## config.mk

```make
export PLATFORM = sky130hd
export DESIGN_NAME = irq_arbiter
export DESIGN_NICKNAME = d
export VERILOG_FILES = /design/src/rtl/irq_arb_pkg.sv /design/src/rtl/irq_collect.sv /design/src/rtl/irq_order.sv /design/src/rtl/irq_select.sv /design/src/rtl/irq_arbiter.sv
export SDC_FILE = /design/constraint.sdc
export NUM_CORES = 1
export LEC_CHECK = 0
export ABC_AREA = 1
export BUFFER_PORTS_ARGS = -buffer_cell sky130_fd_sc_hd__buf_2
export CORE_MARGIN = 8
export CORE_UTILIZATION = 54
export CTS_BUF_LIST = sky130_fd_sc_hd__clkbuf_4 sky130_fd_sc_hd__clkbuf_8 sky130_fd_sc_hd__clkbuf_16
export CTS_CLUSTER_SIZE = 14
export DETAILED_ROUTE_END_ITERATION = 12
export GPL_ROUTABILITY_DRIVEN = 0
export PLACE_DENSITY = 0.8
export SYNTH_ARGS = -nofsm -noshare
export SYNTH_HDL_FRONTEND = slang
export SYNTH_HIERARCHICAL = 1
export SYNTH_SLANG_ARGS = --single-unit
```

## constraint.sdc

```tcl
create_clock -name clk -period 3.2 [get_ports clk]
set_input_delay 0.32 -clock clk [delete_from_list [all_inputs] [get_ports clk]]
set_output_delay 0.32 -clock clk [all_outputs]
set_load 0.005 [all_outputs]
```

## src/rtl/irq_arb_pkg.sv

```systemverilog
package irq_arb_pkg;
  localparam int VA_W = 16;
  localparam logic [VA_W-1:0] BASE_RST = 16'hFFC0;
  localparam int ENTRY_COST = 14;

  typedef enum logic [2:0] {
    WK_NONE = 3'd0,
    WK_SWI  = 3'd1,
    WK_ILL  = 3'd2,
    WK_NMI  = 3'd3,
    WK_MASK = 3'd4
  } win_kind_e;

  // vector slot address: two bytes per interrupt number
  function automatic logic [VA_W-1:0] vec_addr(input logic [VA_W-1:0] base,
                                               input int unsigned num);
    return base + VA_W'(num * 2);
  endfunction
endpackage

```

## src/rtl/irq_collect.sv

```systemverilog
module irq_collect #(
  parameter int N_SRC  = 16,
  parameter int N_PAIR = 8,
  parameter int IDW    = $clog2(N_SRC),
  parameter logic [N_PAIR*IDW-1:0] PAIR_MAP = '0,
  parameter int SWI_ID = 15,
  parameter int ILL_ID = 14,
  parameter int NMI_ID = 13
) (
  input  logic              clk,
  input  logic              rst_n,
  input  logic [N_PAIR-1:0] flag_i,
  input  logic [N_PAIR-1:0] enab_i,
  input  logic              swi_i,
  input  logic              ill_i,
  input  logic              nmi_i,
  input  logic [N_SRC-1:0]  clr_i,
  output logic [N_SRC-1:0]  pend_o
);
  logic [N_SRC-1:0] req;
  logic [N_SRC-1:0] pend_q;

  always_comb begin
    req = '0;
    for (int p = 0; p < N_PAIR; p++) begin
      if (flag_i[p] && enab_i[p]) req[PAIR_MAP[p*IDW +: IDW]] = 1'b1;
    end
    req[SWI_ID] = req[SWI_ID] | swi_i;
    req[ILL_ID] = req[ILL_ID] | ill_i;
    req[NMI_ID] = req[NMI_ID] | nmi_i;
  end

  // new request beats a clear of the same bit
  always_ff @(posedge clk) begin
    if (!rst_n) pend_q <= '0;
    else        pend_q <= (pend_q & ~clr_i) | req;
  end

  assign pend_o = pend_q;


  for (genvar p = 0; p < N_PAIR; p++) begin : g_pair_chk
    pair_sets_pending_chk: assert property (@(posedge clk) disable iff (!rst_n)
      (flag_i[p] && enab_i[p]) |=> pend_q[PAIR_MAP[p*IDW +: IDW]]);
  end


  sticky_hold_chk: assert property (@(posedge clk) disable iff (!rst_n)
    ((pend_q & ~clr_i) != '0) |=>
      ((pend_q & $past(pend_q & ~clr_i)) == $past(pend_q & ~clr_i)));
endmodule

```

## src/rtl/irq_order.sv

```systemverilog
module irq_order #(
  parameter int N_SRC = 16,
  parameter int IDW   = $clog2(N_SRC)
) (
  input  logic                      clk,
  input  logic                      rst_n,
  input  logic                      we_i,
  input  logic [IDW-1:0]            slot_i,
  input  logic [IDW-1:0]            src_i,
  output logic [N_SRC-1:0][IDW-1:0] tbl_o
);
  logic [N_SRC-1:0][IDW-1:0] tbl_q;

  always_ff @(posedge clk) begin
    if (!rst_n) begin
      for (int k = 0; k < N_SRC; k++) tbl_q[k] <= IDW'(k);
    end else if (we_i) begin
      tbl_q[slot_i] <= src_i;
    end
  end

  assign tbl_o = tbl_q;


  order_write_chk: assert property (@(posedge clk) disable iff (!rst_n)
    we_i |=> (tbl_q[$past(slot_i)] == $past(src_i)));
endmodule

```

## src/rtl/irq_select.sv

```systemverilog
module irq_select
  import irq_arb_pkg::*;
#(
  parameter int N_SRC  = 16,
  parameter int IDW    = $clog2(N_SRC),
  parameter int SWI_ID = 15,
  parameter int ILL_ID = 14,
  parameter int NMI_ID = 13
) (
  input  logic                      clk,
  input  logic                      rst_n,
  input  logic [N_SRC-1:0]          pend_i,
  input  logic [N_SRC-1:0][IDW-1:0] tbl_i,
  input  logic                      imask_i,
  input  logic                      xmask_i,
  output logic                      valid_o,
  output logic [IDW-1:0]            id_o,
  output win_kind_e                 kind_o
);
  localparam logic [N_SRC-1:0] SPECIAL =
    (N_SRC'(1) << SWI_ID) | (N_SRC'(1) << ILL_ID) | (N_SRC'(1) << NMI_ID);

  logic [N_SRC-1:0] pend_m;

  always_comb begin
    pend_m = pend_i & ~SPECIAL;
    kind_o = WK_NONE;
    id_o   = '0;
    if (pend_i[SWI_ID]) begin
      kind_o = WK_SWI;
      id_o   = IDW'(SWI_ID);
    end else if (pend_i[ILL_ID]) begin
      kind_o = WK_ILL;
      id_o   = IDW'(ILL_ID);
    end else if (pend_i[NMI_ID]) begin
      if (!xmask_i) begin
        kind_o = WK_NMI;
        id_o   = IDW'(NMI_ID);
      end
    end else if (!imask_i) begin
      // walk downward so the lowest slot is written last and wins
      for (int k = N_SRC - 1; k >= 0; k--) begin
        if (pend_m[tbl_i[k]]) begin
          kind_o = WK_MASK;
          id_o   = tbl_i[k];
        end
      end
    end
  end

  assign valid_o = (kind_o != WK_NONE);


  swi_first_chk: assert property (@(posedge clk) disable iff (!rst_n)
    pend_i[SWI_ID] |-> (valid_o && id_o == IDW'(SWI_ID)));


  nmi_stall_chk: assert property (@(posedge clk) disable iff (!rst_n)
    (pend_i[NMI_ID] && xmask_i && !pend_i[SWI_ID] && !pend_i[ILL_ID]) |-> !valid_o);


  imask_block_chk: assert property (@(posedge clk) disable iff (!rst_n)
    (imask_i && valid_o) |-> (kind_o != WK_MASK));


  none_pending_chk: assert property (@(posedge clk) disable iff (!rst_n)
    (pend_i == '0) |-> !valid_o);
endmodule

```

## src/rtl/irq_arbiter.sv

```systemverilog
module irq_arbiter
  import irq_arb_pkg::*;
#(
  parameter int N_SRC  = 16,
  parameter int N_PAIR = 8,
  parameter int IDW    = $clog2(N_SRC),
  parameter logic [N_PAIR*IDW-1:0] PAIR_MAP = 32'h4321_0000,
  parameter int SWI_ID = 15,
  parameter int ILL_ID = 14,
  parameter int NMI_ID = 13,
  parameter int CNT_W  = 16
) (
  input  logic              clk,
  input  logic              rst_n,
  input  logic [N_PAIR-1:0] flag_i,
  input  logic [N_PAIR-1:0] enab_i,
  input  logic              swi_i,
  input  logic              ill_i,
  input  logic              nmi_i,
  input  logic              imask_i,
  input  logic              xmask_i,
  input  logic              accept_i,
  input  logic              ord_we_i,
  input  logic [IDW-1:0]    ord_slot_i,
  input  logic [IDW-1:0]    ord_src_i,
  input  logic              base_we_i,
  input  logic [15:0]       base_i,
  output logic              valid_o,
  output logic [IDW-1:0]    id_o,
  output logic [15:0]       vec_o,
  output logic              set_i_o,
  output logic              set_x_o,
  output logic [7:0]        cost_o,
  output logic [CNT_W-1:0]  count_o
);
  logic [N_SRC-1:0]          pend;
  logic [N_SRC-1:0]          clr;
  logic [N_SRC-1:0][IDW-1:0] tbl;
  win_kind_e                 kind;
  logic                      take;
  logic [15:0]               base_q;
  logic [CNT_W-1:0]          count_q;

  irq_collect #(
    .N_SRC(N_SRC), .N_PAIR(N_PAIR), .IDW(IDW), .PAIR_MAP(PAIR_MAP),
    .SWI_ID(SWI_ID), .ILL_ID(ILL_ID), .NMI_ID(NMI_ID)
  ) u_collect (
    .clk(clk), .rst_n(rst_n), .flag_i(flag_i), .enab_i(enab_i),
    .swi_i(swi_i), .ill_i(ill_i), .nmi_i(nmi_i), .clr_i(clr), .pend_o(pend)
  );

  irq_order #(.N_SRC(N_SRC), .IDW(IDW)) u_order (
    .clk(clk), .rst_n(rst_n), .we_i(ord_we_i), .slot_i(ord_slot_i),
    .src_i(ord_src_i), .tbl_o(tbl)
  );

  irq_select #(
    .N_SRC(N_SRC), .IDW(IDW), .SWI_ID(SWI_ID), .ILL_ID(ILL_ID), .NMI_ID(NMI_ID)
  ) u_select (
    .clk(clk), .rst_n(rst_n), .pend_i(pend), .tbl_i(tbl), .imask_i(imask_i),
    .xmask_i(xmask_i), .valid_o(valid_o), .id_o(id_o), .kind_o(kind)
  );

  assign take = accept_i && valid_o;
  assign clr  = take ? (N_SRC'(1) << id_o) : '0;

  always_ff @(posedge clk) begin
    if (!rst_n) begin
      base_q  <= BASE_RST;
      count_q <= '0;
    end else begin
      if (base_we_i) base_q <= base_i;
      if (take)      count_q <= count_q + 1'b1;
    end
  end

  assign vec_o   = vec_addr(base_q, int'(id_o));
  assign set_x_o = valid_o && (kind == WK_NMI);
  assign set_i_o = valid_o && (kind != WK_NMI);
  assign cost_o  = take ? 8'(ENTRY_COST) : 8'd0;
  assign count_o = count_q;


  set_bits_excl_chk: assert property (@(posedge clk) disable iff (!rst_n)
    $onehot0({set_i_o, set_x_o}) && (valid_o == (set_i_o || set_x_o)));


  count_step_chk: assert property (@(posedge clk) disable iff (!rst_n)
    take |=> (count_o == $past(count_o) + 1'b1));


  count_hold_chk: assert property (@(posedge clk) disable iff (!rst_n)
    !take |=> $stable(count_o));
endmodule

```

==> impl_summary.log <==
[metrics] area fraction of the dominant cell type after synthesis: 0.2867
[metrics] clock tree from TritonCTS: built
[metrics] final cycle utilization of the critical path: 1.302
[metrics] net total in the final layout: about 1600
[metrics] most used standard cell by instance count after synthesis: sky130_fd_sc_hd__nand2_1
[metrics] clock buffer count from CTS: 9
[metrics] largest cells by area after synthesis: sky130_fd_sc_hd__dfxtp_1 29%, sky130_fd_sc_hd__nand2_1 16%, sky130_fd_sc_hd__a21oi_1 7.9%
[metrics] DIE AREA: between 15000 and 20000 um2
[metrics] layout filler cell count: around 1200
[metrics] number of DRC violations after detailed routing: 0
[metrics] Rows: 44
[metrics] number of maximum-capacitance constraint violations: 0
[metrics] Inserted Diodes: 0
[metrics] width of the die: between 100 and 150 um
[metrics] Pre-Repair DR Iteration Count: 7
[metrics] critical path endpoint category: primary output
[metrics] stage delay of the slowest cell on the critical path: 420 ps
[metrics] number of cells on the critical path: 31
[metrics] post-route design area: 10280 um2
[metrics] area added between synthesis and finish: 31.39%
[metrics] number of enable-type register cells in the synthesized netlist: 0
[metrics] Reg2Reg Launch Point: u_order/tbl_o[44]$_SDFFE_PN1P_
[metrics] violated checks: setup timing
[metrics] total wire length: between 20 and 30 mm
[metrics] critical path peak fanout: 11
[metrics] Lkg Pwr: roughly 5 nW
[metrics] proportion of synthesized chip area in sequential cells: 0.2867
[metrics] vias in the first global route: slightly below 9000
[metrics] total standard cell area after synthesis: roughly 7800 um2
[metrics] clock transition time at the flip-flop clock pins of the worst setup and hold paths: about 90 ps
[metrics] Critical Path Source Type: flop
[metrics] number of pins exceeding their max-slew limit in the final report: 0
[metrics] global routing usage summed across all routing layers: 0.2832
[metrics] clock skew: ~15 ps
[metrics] average cell area after synthesis: 5.989 um2
[metrics] RR Endpoint: u_collect/pend_o[0]$_SDFF_PN0_
[metrics] CTS root buffer: sky130_fd_sc_hd__clkbuf_16
[metrics] worst setup slack for register-to-register paths: -790 ps
[metrics] half-perimeter wire length of the detailed placement result: between 15 and 20 mm
[metrics] Pwr Density: 350.4 nW/um2
[metrics] Port-buffer cells: 91
[metrics] placeable core region: 14370 um2
[metrics] startpoint-to-endpoint class of the critical path: flop to primary output
[metrics] switching share of power: 0.3392
[metrics] die span in y: around 140 um
[metrics] endpoint required time on the critical path: about 2900 ps
[metrics] initial standard-cell utilization of the core: 0.5443
[metrics] combinational group share of total power: 0.252
[metrics] primary flip-flop cell chosen by synthesis mapping: sky130_fd_sc_hd__dfxtp_1
[metrics] unrepaired setup endpoints after global routing: true
[metrics] DRT antenna net count: 0
[metrics] Hold Path Class: input port to flop
[metrics] htree depth: 3
[metrics] pin slew with the least headroom to its limit: around 620 ps
[metrics] final cell utilization of the core: 0.7152
[metrics] final setup violating endpoints: 38
[metrics] setup slack after placement: -429.1 ps
[metrics] CP Data Arrival Time: between 3000 and 4000 ps
[metrics] crit path from: u_order/tbl_o[44]$_SDFFE_PN1P_
[metrics] VDD IR max: a little over 0.4 mV
[metrics] WP buf/inv: 4
[metrics] wire length per cell after detailed routing: between 15 and 20 um
[metrics] Highest Clock Rate: 240.0 MHz
[metrics] number of distinct library cells after synthesis: 48
[metrics] clock sink count: around 110
[metrics] Min Hold Slack: between 100 and 150 ps
[metrics] part of the power in the clock network: 0.333
[metrics] Post-CTS Hold Fix Bufs: 0
[metrics] Via Count: a little over 10000
[metrics] FF-to-FF path depth: 39
[metrics] total overflow reported by the global router: 0
[metrics] total power after layout: 3.600 mW
[metrics] initial antenna violation count: 0
[metrics] wire length of the first global-routing pass: 42.48 mm
[metrics] worst path setup slack after routing: -966.3 ps
[metrics] post-synthesis cell type with the largest combined area: sky130_fd_sc_hd__dfxtp_1
[metrics] internal power summed over all cells: about 2.4 mW
[metrics] minimum clock period: between 4000 and 5000 ps
[metrics] number of register bits inferred by synthesis: 112
[metrics] placed instance area: between 9000 and 10000 um2
[metrics] share of cells above drive strength 1: 0.2712
[metrics] crit-path leading delay family: simple AND/OR/NAND/NOR gates
[metrics] clock latency reported for the late side of the worst-skew pair: between 300 and 400 ps
[metrics] Synth Instances: approximately 1300
[metrics] worst setup path end: vec_o[5]
[metrics] Fin. Hold Viols: 0
[metrics] maximum count of clock buffers along a single path: 2
[metrics] number of top-level pins: between 90 and 100
[metrics] most instantiated cells after synthesis: 341 x sky130_fd_sc_hd__nand2_1, 155 x sky130_fd_sc_hd__nor2_1, 124 x sky130_fd_sc_hd__a21oi_1
[metrics] total of warnings raised by yosys: 6
[metrics] initial detailed-routing violation count: 1370
[metrics] slowest cell on the critical path: sky130_fd_sc_hd__dfxtp_4
[metrics] Via-to-Cell Ratio: ~5.9
[metrics] power share of the sequential group: 0.415
[metrics] max_slew headroom: 0.5843
[metrics] Sw Pwr: between 1 and 1.5 mW
[metrics] FFs w/ async S/R, synth: 0
[metrics] most frequent cell on the critical path: sky130_fd_sc_hd__nand2_1
[metrics] largest net degree at the start of global routing: 61
[metrics] result of the run: finished, violations left
stage by stage:
step | setup TNS, ps | instances
floorplan | 0 | 1310
global placement | -4324 | 1660
detailed placement | -4728 | 1660
CTS | -7799 | 1682
global route | -28350 | 1703
finish | -21180 | 1703
layout by cell type, fill, tap and decap left out, types with 6 or more instances in the layout:
cell,synthesis,layout
sky130_fd_sc_hd__dfxtp_2,0,11
sky130_fd_sc_hd__a21oi_2,4,18
sky130_fd_sc_hd__o21ai_0,88,81
sky130_fd_sc_hd__dfxtp_1,112,91
sky130_fd_sc_hd__clkbuf_16,0,9
sky130_fd_sc_hd__nor2_4,3,8
sky130_fd_sc_hd__buf_2,18,90
sky130_fd_sc_hd__o211ai_1,16,16
sky130_fd_sc_hd__o21ai_1,27,30
sky130_fd_sc_hd__dfxtp_4,0,10
sky130_fd_sc_hd__xor2_1,9,7
sky130_fd_sc_hd__nand3b_1,11,11
sky130_fd_sc_hd__buf_6,2,16
sky130_fd_sc_hd__nand3_1,122,118
sky130_fd_sc_hd__nor2_1,155,149
sky130_fd_sc_hd__buf_4,12,140
sky130_fd_sc_hd__nand2_2,11,24
sky130_fd_sc_hd__inv_1,118,115
sky130_fd_sc_hd__nand3_2,4,8
sky130_fd_sc_hd__a21oi_1,124,109
sky130_fd_sc_hd__buf_12,0,6
sky130_fd_sc_hd__inv_2,16,11
sky130_fd_sc_hd__nand4_1,24,24
sky130_fd_sc_hd__nor2_2,11,12
sky130_fd_sc_hd__nor4_1,8,6
sky130_fd_sc_hd__o21ai_2,2,6
sky130_fd_sc_hd__inv_4,2,7
sky130_fd_sc_hd__nand2_1,341,322
layout make-up:
| class | instances | area, um2 | share of cell area |
|---|---|---|---|
| flip-flops and latches | 112 | 2293 | 0.2232 |
| multi-input cells | 1000 | 5057 | 0.4921 |
| clock inverters | 7 | 95.09 | 0.009254 |
| repair buffers | 253 | 1817 | 0.1768 |
| well taps | 184 | 230.2 | 0.02240 |
| inverters | 138 | 558.0 | 0.05430 |
| clock buffers | 9 | 225.2 | 0.02192 |
metal layers:
layer / share of wire / GRT usage / up-vias
li1: - / - / 4696
met1: 0.37 / 0.3319 / 4526
met2: 0.46 / 0.4750 / 685
met3: 0.10 / 0.06245 / 201
met4: 0.068 / 0.1483 / 0
met5: 0 / 0 / -
power by group through the flow:
stage | clock [mW] | combinational (mW) | sequential, mW
finish | 1.20 | 0.907 | 1.50
global route | 1.26 | 0.973 | 1.50
CTS | 1.20 | 0.772 | 1.49
detailed placement | 0 | 0.723 | 1.52
global placement | 0 | 0.715 | 1.52
floorplan | 0 | 0.441 | 1.50
timing repair:
action / in CTS / in global routing
pin swaps: 15 / 22
endpoints found under the setup margin: 29 / 41
gates resized for setup: 65 / 80
setup buffers: 6 / 22
worst reg2reg max path: cells and delay by family, from the launching register on:
family / cells / cell delay (ps)
compound gates: 3 / 470
buf+inv: 10 / 1000
flops: 1 / 420
simple gates: 26 / 1970
cell families (layout without fill, tap and decap cells):
family	after synthesis	in the layout	share of synthesized area
compound gates	274	274	0.1886
xor+xnor	12	12	0.01344
fa+ha+maj	6	6	0.01056
buf+inv	198	407	0.1075
flops	112	112	0.2867
other cells	1	5	0.0004795
simple gates	703	703	0.3927
registers in the layout, indices dropped and copies added, names as in the netlist:
signal / cells
u_collect/pend_o: 16
base_q: 16
count_o: 16
u_order/tbl_o: 64
worst min path at each step:
stage               depth (start not counted)                         endpoint                       startpoint  slack, ps
global placement                            2   u_collect/pend_o[5]$_SDFF_PN0_   u_collect/pend_o[5]$_SDFF_PN0_        430
floorplan                                   2  u_collect/pend_o[11]$_SDFF_PN0_  u_collect/pend_o[11]$_SDFF_PN0_        420
CTS                                         3          base_q[11]$_SDFFE_PN1P_                       base_i[11]        140
finish                                      3          base_q[15]$_SDFFE_PN1P_                       base_i[15]        150
global route                                3          base_q[11]$_SDFFE_PN1P_                       base_i[11]        150
detailed placement                          2   u_collect/pend_o[5]$_SDFF_PN0_   u_collect/pend_o[5]$_SDFF_PN0_        430
Power figures use the tool's default switching activity.
